### src/rtl/spk_pkg.sv
// Package: shared count type and saturating increment for the spike counter bank.
// Assumes every channel counter has the same fixed width.
package spk_pkg;
    localparam int CNT_W = 4;
    typedef logic [CNT_W-1:0] cnt_t;
    localparam cnt_t CNT_MAX = '1;

    // Add one unless already at the top value.
    function automatic cnt_t cnt_sat_inc(input cnt_t v);
        return (v == CNT_MAX) ? v : v + cnt_t'(1);
    endfunction
endpackage

### src/rtl/spk_thresh_bank.sv
// Module: per-channel level registers written one at a time through an address/data port.
// Assumes the address width covers NUM_CH; addresses at or beyond NUM_CH are dropped.
module spk_thresh_bank #(
    parameter int NUM_CH = 32,
    parameter int SAMP_W = 8,
    parameter logic [SAMP_W-1:0] THR_RST = '1,
    localparam int ADDR_W = (NUM_CH > 1) ? $clog2(NUM_CH) : 1
) (
    input  logic                     clk,
    input  logic                     rst_n,
    input  logic                     wr_en,
    input  logic [ADDR_W-1:0]        wr_addr,
    input  logic [SAMP_W-1:0]        wr_data,
    output logic [NUM_CH*SAMP_W-1:0] thr_flat
);
    logic [SAMP_W-1:0] thr_q [NUM_CH];

    for (genvar c = 0; c < NUM_CH; c++) begin : g_thr
        // Hold one channel level; load it when addressed.
        always_ff @(posedge clk) begin
            if (!rst_n)
                thr_q[c] <= THR_RST;
            else if (wr_en && (32'(wr_addr) == c))
                thr_q[c] <= wr_data;
        end
        assign thr_flat[c*SAMP_W +: SAMP_W] = thr_q[c];
    end

    // an in-range write is visible in the addressed register one cycle later.
    a_r7_write_lands: assert property (@(posedge clk) disable iff (!rst_n)
        (wr_en && (32'(wr_addr) < NUM_CH)) |=> thr_q[$past(wr_addr)] == $past(wr_data));
endmodule

### src/rtl/spk_chan.sv
// Module: one channel's rising-crossing detector and saturating event counter.
// Assumes clr only arrives together with samp_en (window boundary on a sample).
module spk_chan
    import spk_pkg::*;
#(
    parameter int SAMP_W = 8
) (
    input  logic              clk,
    input  logic              rst_n,
    input  logic              samp_en,
    input  logic [SAMP_W-1:0] sample,
    input  logic [SAMP_W-1:0] thr,
    input  logic              clr,
    output cnt_t              cnt
);
    logic above;
    logic prev_above;
    logic hit;

    // A hit is a sample above the level after one that was not.
    always_comb begin
        above = sample > thr;
        hit   = samp_en && above && !prev_above;
    end

    // Remember whether the last enabled sample was above the level.
    always_ff @(posedge clk) begin
        if (!rst_n)
            prev_above <= 1'b0;
        else if (samp_en)
            prev_above <= above;
    end

    // Count hits; a boundary restarts the count with this sample's hit.
    always_ff @(posedge clk) begin
        if (!rst_n)
            cnt <= '0;
        else if (clr)
            cnt <= hit ? cnt_t'(1) : '0;
        else if (hit)
            cnt <= cnt_sat_inc(cnt);
    end

    // two hits never come on back-to-back enabled samples.
    a_r3_one_per_crossing: assert property (@(posedge clk) disable iff (!rst_n)
        hit |=> !hit);
    // a full counter stays full until the window closes.
    a_r4_no_wrap: assert property (@(posedge clk) disable iff (!rst_n)
        (cnt == CNT_MAX && !clr) |=> cnt == CNT_MAX);
    // without an enable the counter is frozen.
    a_r8_idle_hold: assert property (@(posedge clk) disable iff (!rst_n)
        !samp_en |=> $stable(cnt));
endmodule

### src/rtl/spk_window_timer.sv
// Module: counts enabled samples and flags the sample that closes each window.
// Assumes BASE_SAMPLES >= 1; a shortened window closes on the next enabled sample.
module spk_window_timer #(
    parameter int BASE_SAMPLES = 2813,
    parameter int SHIFT_W = 3,
    localparam int MAX_SHIFT = (1 << SHIFT_W) - 1,
    localparam int TMR_W = $clog2(BASE_SAMPLES) + MAX_SHIFT + 1
) (
    input  logic               clk,
    input  logic               rst_n,
    input  logic               samp_en,
    input  logic [SHIFT_W-1:0] win_shift,
    output logic               boundary
);
    localparam logic [TMR_W-1:0] BASE_V = TMR_W'(BASE_SAMPLES);

    logic [TMR_W-1:0] tmr;
    logic [TMR_W-1:0] last_idx;

    // Index of the closing sample for the selected length.
    always_comb begin
        last_idx = (BASE_V << win_shift) - TMR_W'(1);
        boundary = samp_en && (tmr >= last_idx);
    end

    // Advance on each enabled sample, restart after the closing one.
    always_ff @(posedge clk) begin
        if (!rst_n)
            tmr <= '0;
        else if (boundary)
            tmr <= '0;
        else if (samp_en)
            tmr <= tmr + TMR_W'(1);
    end

    // the position restarts right after a boundary.
    a_r5_restart: assert property (@(posedge clk) disable iff (!rst_n)
        boundary |=> tmr == '0);
    // no enable, no movement of the window position.
    a_r8_timer_hold: assert property (@(posedge clk) disable iff (!rst_n)
        !samp_en |=> $stable(tmr));
endmodule

### src/rtl/spk_count_bank.sv
// Module: top of the windowed spike counter bank; one detector/counter per channel,
// a shared window timer and the latched count vector.
// Assumes samples are unsigned and arrive on all channels in the same enabled cycle.
module spk_count_bank
    import spk_pkg::*;
#(
    parameter int NUM_CH = 32,
    parameter int SAMP_W = 8,
    parameter int SHIFT_W = 3,
    parameter int BASE_SAMPLES = 2813,
    localparam int ADDR_W = (NUM_CH > 1) ? $clog2(NUM_CH) : 1
) (
    input  logic                     clk,
    input  logic                     rst_n,
    input  logic                     samp_en,
    input  logic [NUM_CH*SAMP_W-1:0] samp_data,
    input  logic                     thr_we,
    input  logic [ADDR_W-1:0]        thr_addr,
    input  logic [SAMP_W-1:0]        thr_data,
    input  logic [SHIFT_W-1:0]       win_shift,
    output logic [NUM_CH*CNT_W-1:0]  cnt_vec,
    output logic                     vec_valid
);
    logic [NUM_CH*SAMP_W-1:0] thr_flat;
    logic [NUM_CH*CNT_W-1:0]  live_cnt;
    logic                     boundary;

    spk_thresh_bank #(
        .NUM_CH (NUM_CH),
        .SAMP_W (SAMP_W)
    ) u_thr (
        .clk      (clk),
        .rst_n    (rst_n),
        .wr_en    (thr_we),
        .wr_addr  (thr_addr),
        .wr_data  (thr_data),
        .thr_flat (thr_flat)
    );

    spk_window_timer #(
        .BASE_SAMPLES (BASE_SAMPLES),
        .SHIFT_W      (SHIFT_W)
    ) u_win (
        .clk       (clk),
        .rst_n     (rst_n),
        .samp_en   (samp_en),
        .win_shift (win_shift),
        .boundary  (boundary)
    );

    for (genvar c = 0; c < NUM_CH; c++) begin : g_ch
        cnt_t ch_cnt;
        spk_chan #(
            .SAMP_W (SAMP_W)
        ) u_chan (
            .clk     (clk),
            .rst_n   (rst_n),
            .samp_en (samp_en),
            .sample  (samp_data[c*SAMP_W +: SAMP_W]),
            .thr     (thr_flat[c*SAMP_W +: SAMP_W]),
            .clr     (boundary),
            .cnt     (ch_cnt)
        );
        assign live_cnt[c*CNT_W +: CNT_W] = ch_cnt;
    end

    // Snapshot the closing window's counts and strobe once.
    always_ff @(posedge clk) begin
        if (!rst_n) begin
            cnt_vec   <= '0;
            vec_valid <= 1'b0;
        end else begin
            vec_valid <= boundary;
            if (boundary)
                cnt_vec <= live_cnt;
        end
    end

    // the vector only moves together with the strobe.
    a_r9_vec_hold: assert property (@(posedge clk) disable iff (!rst_n)
        ($past(rst_n) && !vec_valid) |-> $stable(cnt_vec));
    // strobe follows a boundary sample by one cycle.
    a_r5_strobe_after_boundary: assert property (@(posedge clk) disable iff (!rst_n)
        boundary |=> vec_valid);
    // without an enable there can be no strobe in the next cycle.
    a_r5_no_strobe_idle: assert property (@(posedge clk) disable iff (!rst_n)
        !samp_en |=> !vec_valid);
endmodule

### config.mk
export PLATFORM = sky130hd
export DESIGN_NAME = spk_count_bank
export DESIGN_NICKNAME = d
export VERILOG_FILES = /design/src/rtl/spk_pkg.sv /design/src/rtl/spk_thresh_bank.sv /design/src/rtl/spk_chan.sv /design/src/rtl/spk_window_timer.sv /design/src/rtl/spk_count_bank.sv
export SDC_FILE = /design/constraint.sdc
export NUM_CORES = 1
export LEC_CHECK = 0
export ABC_AREA = 1
export CAP_MARGIN = 0
export CELL_PAD_IN_SITES_DETAIL_PLACEMENT = 0
export CELL_PAD_IN_SITES_GLOBAL_PLACEMENT = 1
export CORE_UTILIZATION = 44
export CTS_BUF_LIST = sky130_fd_sc_hd__clkbuf_8 sky130_fd_sc_hd__clkbuf_16
export DETAILED_ROUTE_END_ITERATION = 10
export HOLD_SLACK_MARGIN = 0.02
export PLACE_DENSITY_LB_ADDON = 0.25
export SLEW_MARGIN = 10
export SYNTH_ARGS = -nofsm -noshare
export SYNTH_HDL_FRONTEND = slang
export SYNTH_SLANG_ARGS = --single-unit
export TNS_END_PERCENT = 100
### constraint.sdc
create_clock -name clk -period 4.82 [get_ports clk]
set_input_delay 0.723 -clock clk [delete_from_list [all_inputs] [get_ports clk]]
set_output_delay 0.723 -clock clk [all_outputs]
set_load 0.005 [all_outputs]
After elaboration in Yosys (flattened, before gate mapping)
Memories as Yosys holds them, arrays and structs flattened.
Index checks and enable logic that the tools add are counted.
- shifts and indexed selects: 1
- equality and inequality tests: 95
- bitwise gates (word level): 33
- muxes and demuxes: 257
- reductions and logical operators: 195
- $add $sub $neg: 34
- order comparisons: 33
- operators with widths (kind ; number):
    $mux 4 ; 96
    $gt 8x8->1 ; 32
    $mux 8 ; 32
    $mux 1 ; 129
    $add 4x1->4 const B ; 32
    $eq 4x4->1 const B ; 32
    $logic_and 1x1->1 ; 97
    $eq 5x5->1 const B ; 16
    $ne 2x2->1 const B ; 32
    $reduce_and 2->1 ; 32
    $reduce_bool 2->1 ; 32
    $eq 5x4->1 const B ; 8
    $logic_not 1->1 ; 32
    $or 1x1->1 ; 32
    $add 20x1->20 const B ; 1
    $eq 5x3->1 const B ; 4
    $ge 20x20->1 ; 1
    $shl 12x3->20 const A ; 1
    $sub 20x1->20 const B ; 1
    $eq 5x2->1 const B ; 2
    $eq 5x1->1 const B ; 1
    $logic_not 5->1 ; 1
    $reduce_or 2->1 ; 1
    $not 1->1 ; 1
- output and inout port bits: 129
- bits in writable memories: 256
- memories: 1
- register bits after elaboration: 309
- input bits: 276
- memories (memory ; words ; bits a word ; rd ports ; clocked after memory_dff ; write ports ; RTL line ; source):
    u_thr.thr_q ; 32 ; 8 ; 32 ; 0 ; 32 ; spk_thresh_bank.sv:16 ; logic [SAMP_W-1:0] thr_q [NUM_CH];

Logic depth before layout (Yosys ltp)
- depth after elaboration: 6
- gate-level depth with buffers: 22
- gate-level depth less buffers: 21

By module
A second synthesis with hierarchy kept.
- cell total of the unflattened synthesis: 4214
- area, all modules: 34818.4 µm²
- by module, submodules not included (module ; area each (µm²) ; cells each ; instances):
    spk_chan ; 548.0 ; 76 ; 32
    spk_thresh_bank ; 10269.8 ; 718 ; 1
    spk_count_bank ; 5363.9 ; 814 ; 1
    spk_window_timer ; 1647.8 ; 250 ; 1

Least setup slack after synthesis
Ideal clock, no wire load.
- path type: input -> register
- start point: input port win_shift[2]
- end point: register g_ch[23].u_chan.cnt[2]
- stages: 19
- path slack: 1746 ps
- arrival time: 2955 ps
- cells stage by stage: clkbuf_1 nor2_1 nand2_1 ha_1 inv_1 nor2_1 xnor2_1 ha_1 nand2_1 nor2_1 nand2_1 nor2_1 nand2_1 nand4_2 nand2_2 nand2_1 buf_2 buf_2 nor2_1
- cells in the longest elaborated chain, start to end: 6
- RTL lines (what ; RTL line ; source):
    start, declared ; spk_count_bank.sv:20 ; input logic [SHIFT_W-1:0] win_shift,
    $shl 12x3->20 (*) ; spk_window_timer.sv:22 ; last_idx = (BASE_V << win_shift) - TMR_W'(1);
    $sub 20x1->20 (*) ; spk_window_timer.sv:22 ;
    $ge 20x20->1 (*) ; spk_window_timer.sv:23 ; boundary = samp_en && (tmr >= last_idx);
    $logic_and 1x1->1 (*) ; spk_window_timer.sv:23 ;
    $ne 2x2->1 (no line) / $reduce_bool 2->1 (equally long branches) ; - ;
    $reduce_and 2->1 (no line) ; - ;
    end signal, assigned ; spk_chan.sv:39 ; cnt <= hit ? cnt_t'(1) : '0;
    end signal, assigned ; spk_chan.sv:41 ; cnt <= cnt_sat_inc(cnt);
    end, declared ; spk_chan.sv:14 ; output cnt_t cnt
Every way passes the cells marked *; elsewhere a longest branch is shown, timed or not.
A chain may end at the register's enable or synchronous reset.

Worst setup path in the final report
- start point: input port win_shift[2]
- end point: register cnt_vec[44]
- cells in the longest elaborated chain, start to end: 4
- RTL lines (what ; RTL line ; source):
    $shl 12x3->20 ; spk_window_timer.sv:22 ;
    $sub 20x1->20 ; spk_window_timer.sv:22 ;
    $ge 20x20->1 ; spk_window_timer.sv:23 ;
    $logic_and 1x1->1 ; spk_window_timer.sv:23 ;
    end signal, assigned ; spk_count_bank.sv:75 ; cnt_vec <= live_cnt;
    end, declared ; spk_count_bank.sv:21 ; output logic [NUM_CH*CNT_W-1:0] cnt_vec,
Every way passes these cells.

==> flow_summary_export.csv <==
group,metric,value,unit
cts,post_cts_buffers,0,
floorplan,io_pins,405,
cts,clk_pin_slew,0.06,ns
logic_synthesis,mappedNetlistArea,29820,um2
global_routing,globalRouteTotalUtil,0.2463,
power_and_ir_drop,p_leak,0.01718,uW
timing,slew_viol_final,0,
route,initialDrtViolationCount,1262,
critical_path,path_max_fanout,95,
logic_synthesis,async_flop_share,0,
global_routing,antenna_found_initial,6,
logic_synthesis,synth_seq_cells,565,
timing,finalClockSkew,0.02067,ns
timing,setup_viol,0,
global_routing,grt_max_degree,104,
floorplan,core_area,67160,um2
power_and_ir_drop,irDropWorstVdd,0.0002164,V
logic_synthesis,syn-instance-count,3822,
placed_design,portBuffers,404,
critical_path,arrival,4.43,ns
layout,mostFrequentLayoutCell,"nand2_1",
critical_path,worstSetupEndpointType,"flip-flop",
global_routing,grt_pass1_vias,22994,
logic_synthesis,yosys_warnings,0,
logic_synthesis,ys.flop_type,"dfxtp_1",
logic_synthesis,synth_nets,4408,
power_and_ir_drop,powerDensity,310.5,nW/um2
cts,numCtsBuffers,66,
layout,layout.nets,4804,
global_routing,grt_pass1_wl,130.1,mm
route,route.antenna.remaining_nets,0,
run_status,status,"finished, final reports clean",
route,via_count,24556,
logic_synthesis,yosysSeqAreaShare,0.4652,
critical_path,worstSetupStartpointType,"input port",
floorplan,die_area,68820,um2
timing,hold_viol,0,
cts,cts.path.max_buffers,3,
route,drcViolationCount,0,
layout,layout_common_cells,"nand2_1, inv_1, clkdlybuf4s50_1",
timing,tns,0,ns
critical_path,critPathKind,"input port to flip-flop",
job,maxCapViolations,0,
worst_hold_path,min_path_type,"flip-flop to flip-flop",
cts,cts-hold-fix-buffers,0,
route,wl,84.43,mm
cts,cts_resized,0,
logic_synthesis,synth_edf_count,256,
layout,areaGrowthSynthToFinish,23.32,%
placed_design,hpwl,61.47,mm
floorplan,start_util,0.4441,
route,vias_per_cell,4.775,
layout,final_area,36780,um2
cts,htree_num_levels,3,
timing,timing.fmax,256.5,MHz
logic_synthesis,avgSynthCellArea,7.803,um2
floorplan,dieHeight,262.3,um
floorplan,die_w,262.3,um
cts,cts_sinks,565,
route,wl_per_cell,16.42,um
global_routing,grt_overflow_total,0,
critical_path,cp.required,5.35,ns
timing,rsz0062_at_grt,"false",
cts,insertion_delay,0.60,ns
timing,tightest_slew,1.076,ns
floorplan,num_rows,95,
timing,finalCritPeriodShare,0.8089,
cts,cts_tree,"yes",
placed_design,placedInstanceArea,34720,um2
logic_synthesis,synthDistinctLibCells,37,
route,firstDrtPassIters,5,
cts,root_buffer,"clkbuf_16",
timing,slew-limit-headroom,0.2813,
placed_design,gp_congestion,0.8924,
layout,drive_gt1_frac,0.03329,
timing,min_period,3.899,ns
==> sequential cells by signal, summed over array words and instances, names as in the netlist <==
signal	count
vec_valid	1
u_thr.thr_q	256
g_ch.u_chan.cnt	128
cnt_vec	128
u_win.tmr	20
g_ch.u_chan.prev_above	32
==> kinds of logic (layout without fill, tap and decap cells) <==
family	after synthesis	in the layout	share of synthesized area
AO/OA/AOI/OAI	298	298	0.05349
flip-flops	565	565	0.4652
buffers and inverters	661	1105	0.08597
XOR/XNOR	16	16	0.004699
AND/OR/NAND/NOR	1971	1971	0.2605
adder cells (fa/ha/maj)	310	310	0.1301
other	1	5	0.0001257
==> where the power goes <==
part	switching (uW)	leakage, uW	internal [uW]	total, uW
Clock	1970	0.00109	2760	4730
Combinational	825	0.0110	569	1390
Sequential	99.2	0.00507	5190	5290
Total	2890	0.0172	8520	11400
==> through the flow <==
stage                 util  setup WS (ns)  hold slack [ns]  std cells  total power (uW)
floorplan                -          1.746           0.4424       3822              6198
global placement    0.5170         0.3972           0.4280       5023              6774
detailed placement  0.5170         0.3335           0.4319       5023              6793
CTS                 0.5475         0.9663           0.4458       5139             11540
global route        0.5475         0.5174           0.4598       5141             11950
finish              0.5476         0.9212           0.4434       5143             11420
==> cell type report <==
class                           count  area [um2]
Antenna cell                        4       10.01
Clock buffer                       74        1795
Clock inverter                     42       247.7
Fill cell                        6372       30380
Inverter                          562        2115
Multi-Input combinational cell   2596       13400
Sequential cell                   565       13870
Tap cell                          873        1092
Timing Repair Buffer              427        4247
==> path summary, 6_finish.rpt <==
path	start	cells past startpoint	slack, ns	end
worst max-delay path	win_shift[2]	19	0.92	cnt_vec[44]
worst min-delay path	cnt_vec[90]	2	0.44	cnt_vec[90]
worst max register to register	u_win.tmr[15]	12	2.07	cnt_vec[44]
worst min register to register	cnt_vec[90]	2	0.44	cnt_vec[90]
==> critical path: stages <==
cell             delay [ns]
clkdlybuf4s50_1        0.59
nor2_1                 0.29
nand2_1                0.15
ha_1                   0.22
inv_1                  0.08
nor2_1                 0.06
xnor2_1                0.12
ha_1                   0.27
nand2_1                0.06
nor2_1                 0.14
nand2_1                0.07
nor2_1                 0.09
nand2_1                0.09
nand4_4                0.15
nand2_2                0.11
nor2_4                 0.13
buf_4                  0.75
nand2_1                0.14
nand2_1                0.12
==> metal layers <==
layer | GRT usage | wire length [um]
met1 | 0.3121 | 36830
met2 | 0.4248 | 40660
met3 | 0.04507 | 4574
met4 | 0.07568 | 2333
met5 | 0 | 30
==> synth_stat cells, types with 30 or more instances <==
master	n	area [um2]
buf_2	30	150.1
clkbuf_1	43	161.4
dfxtp_1	309	6186
inv_1	559	2098
nor2_1	365	1370
edfxtp_1	256	7687
nand2_1	1391	5221
a21oi_1	216	1081
o21ai_0	43	215.2
nand3_1	125	625.6
nand4_1	36	225.2
ha_1	310	3879
Note: power is estimated with default switching activity, not from simulation.
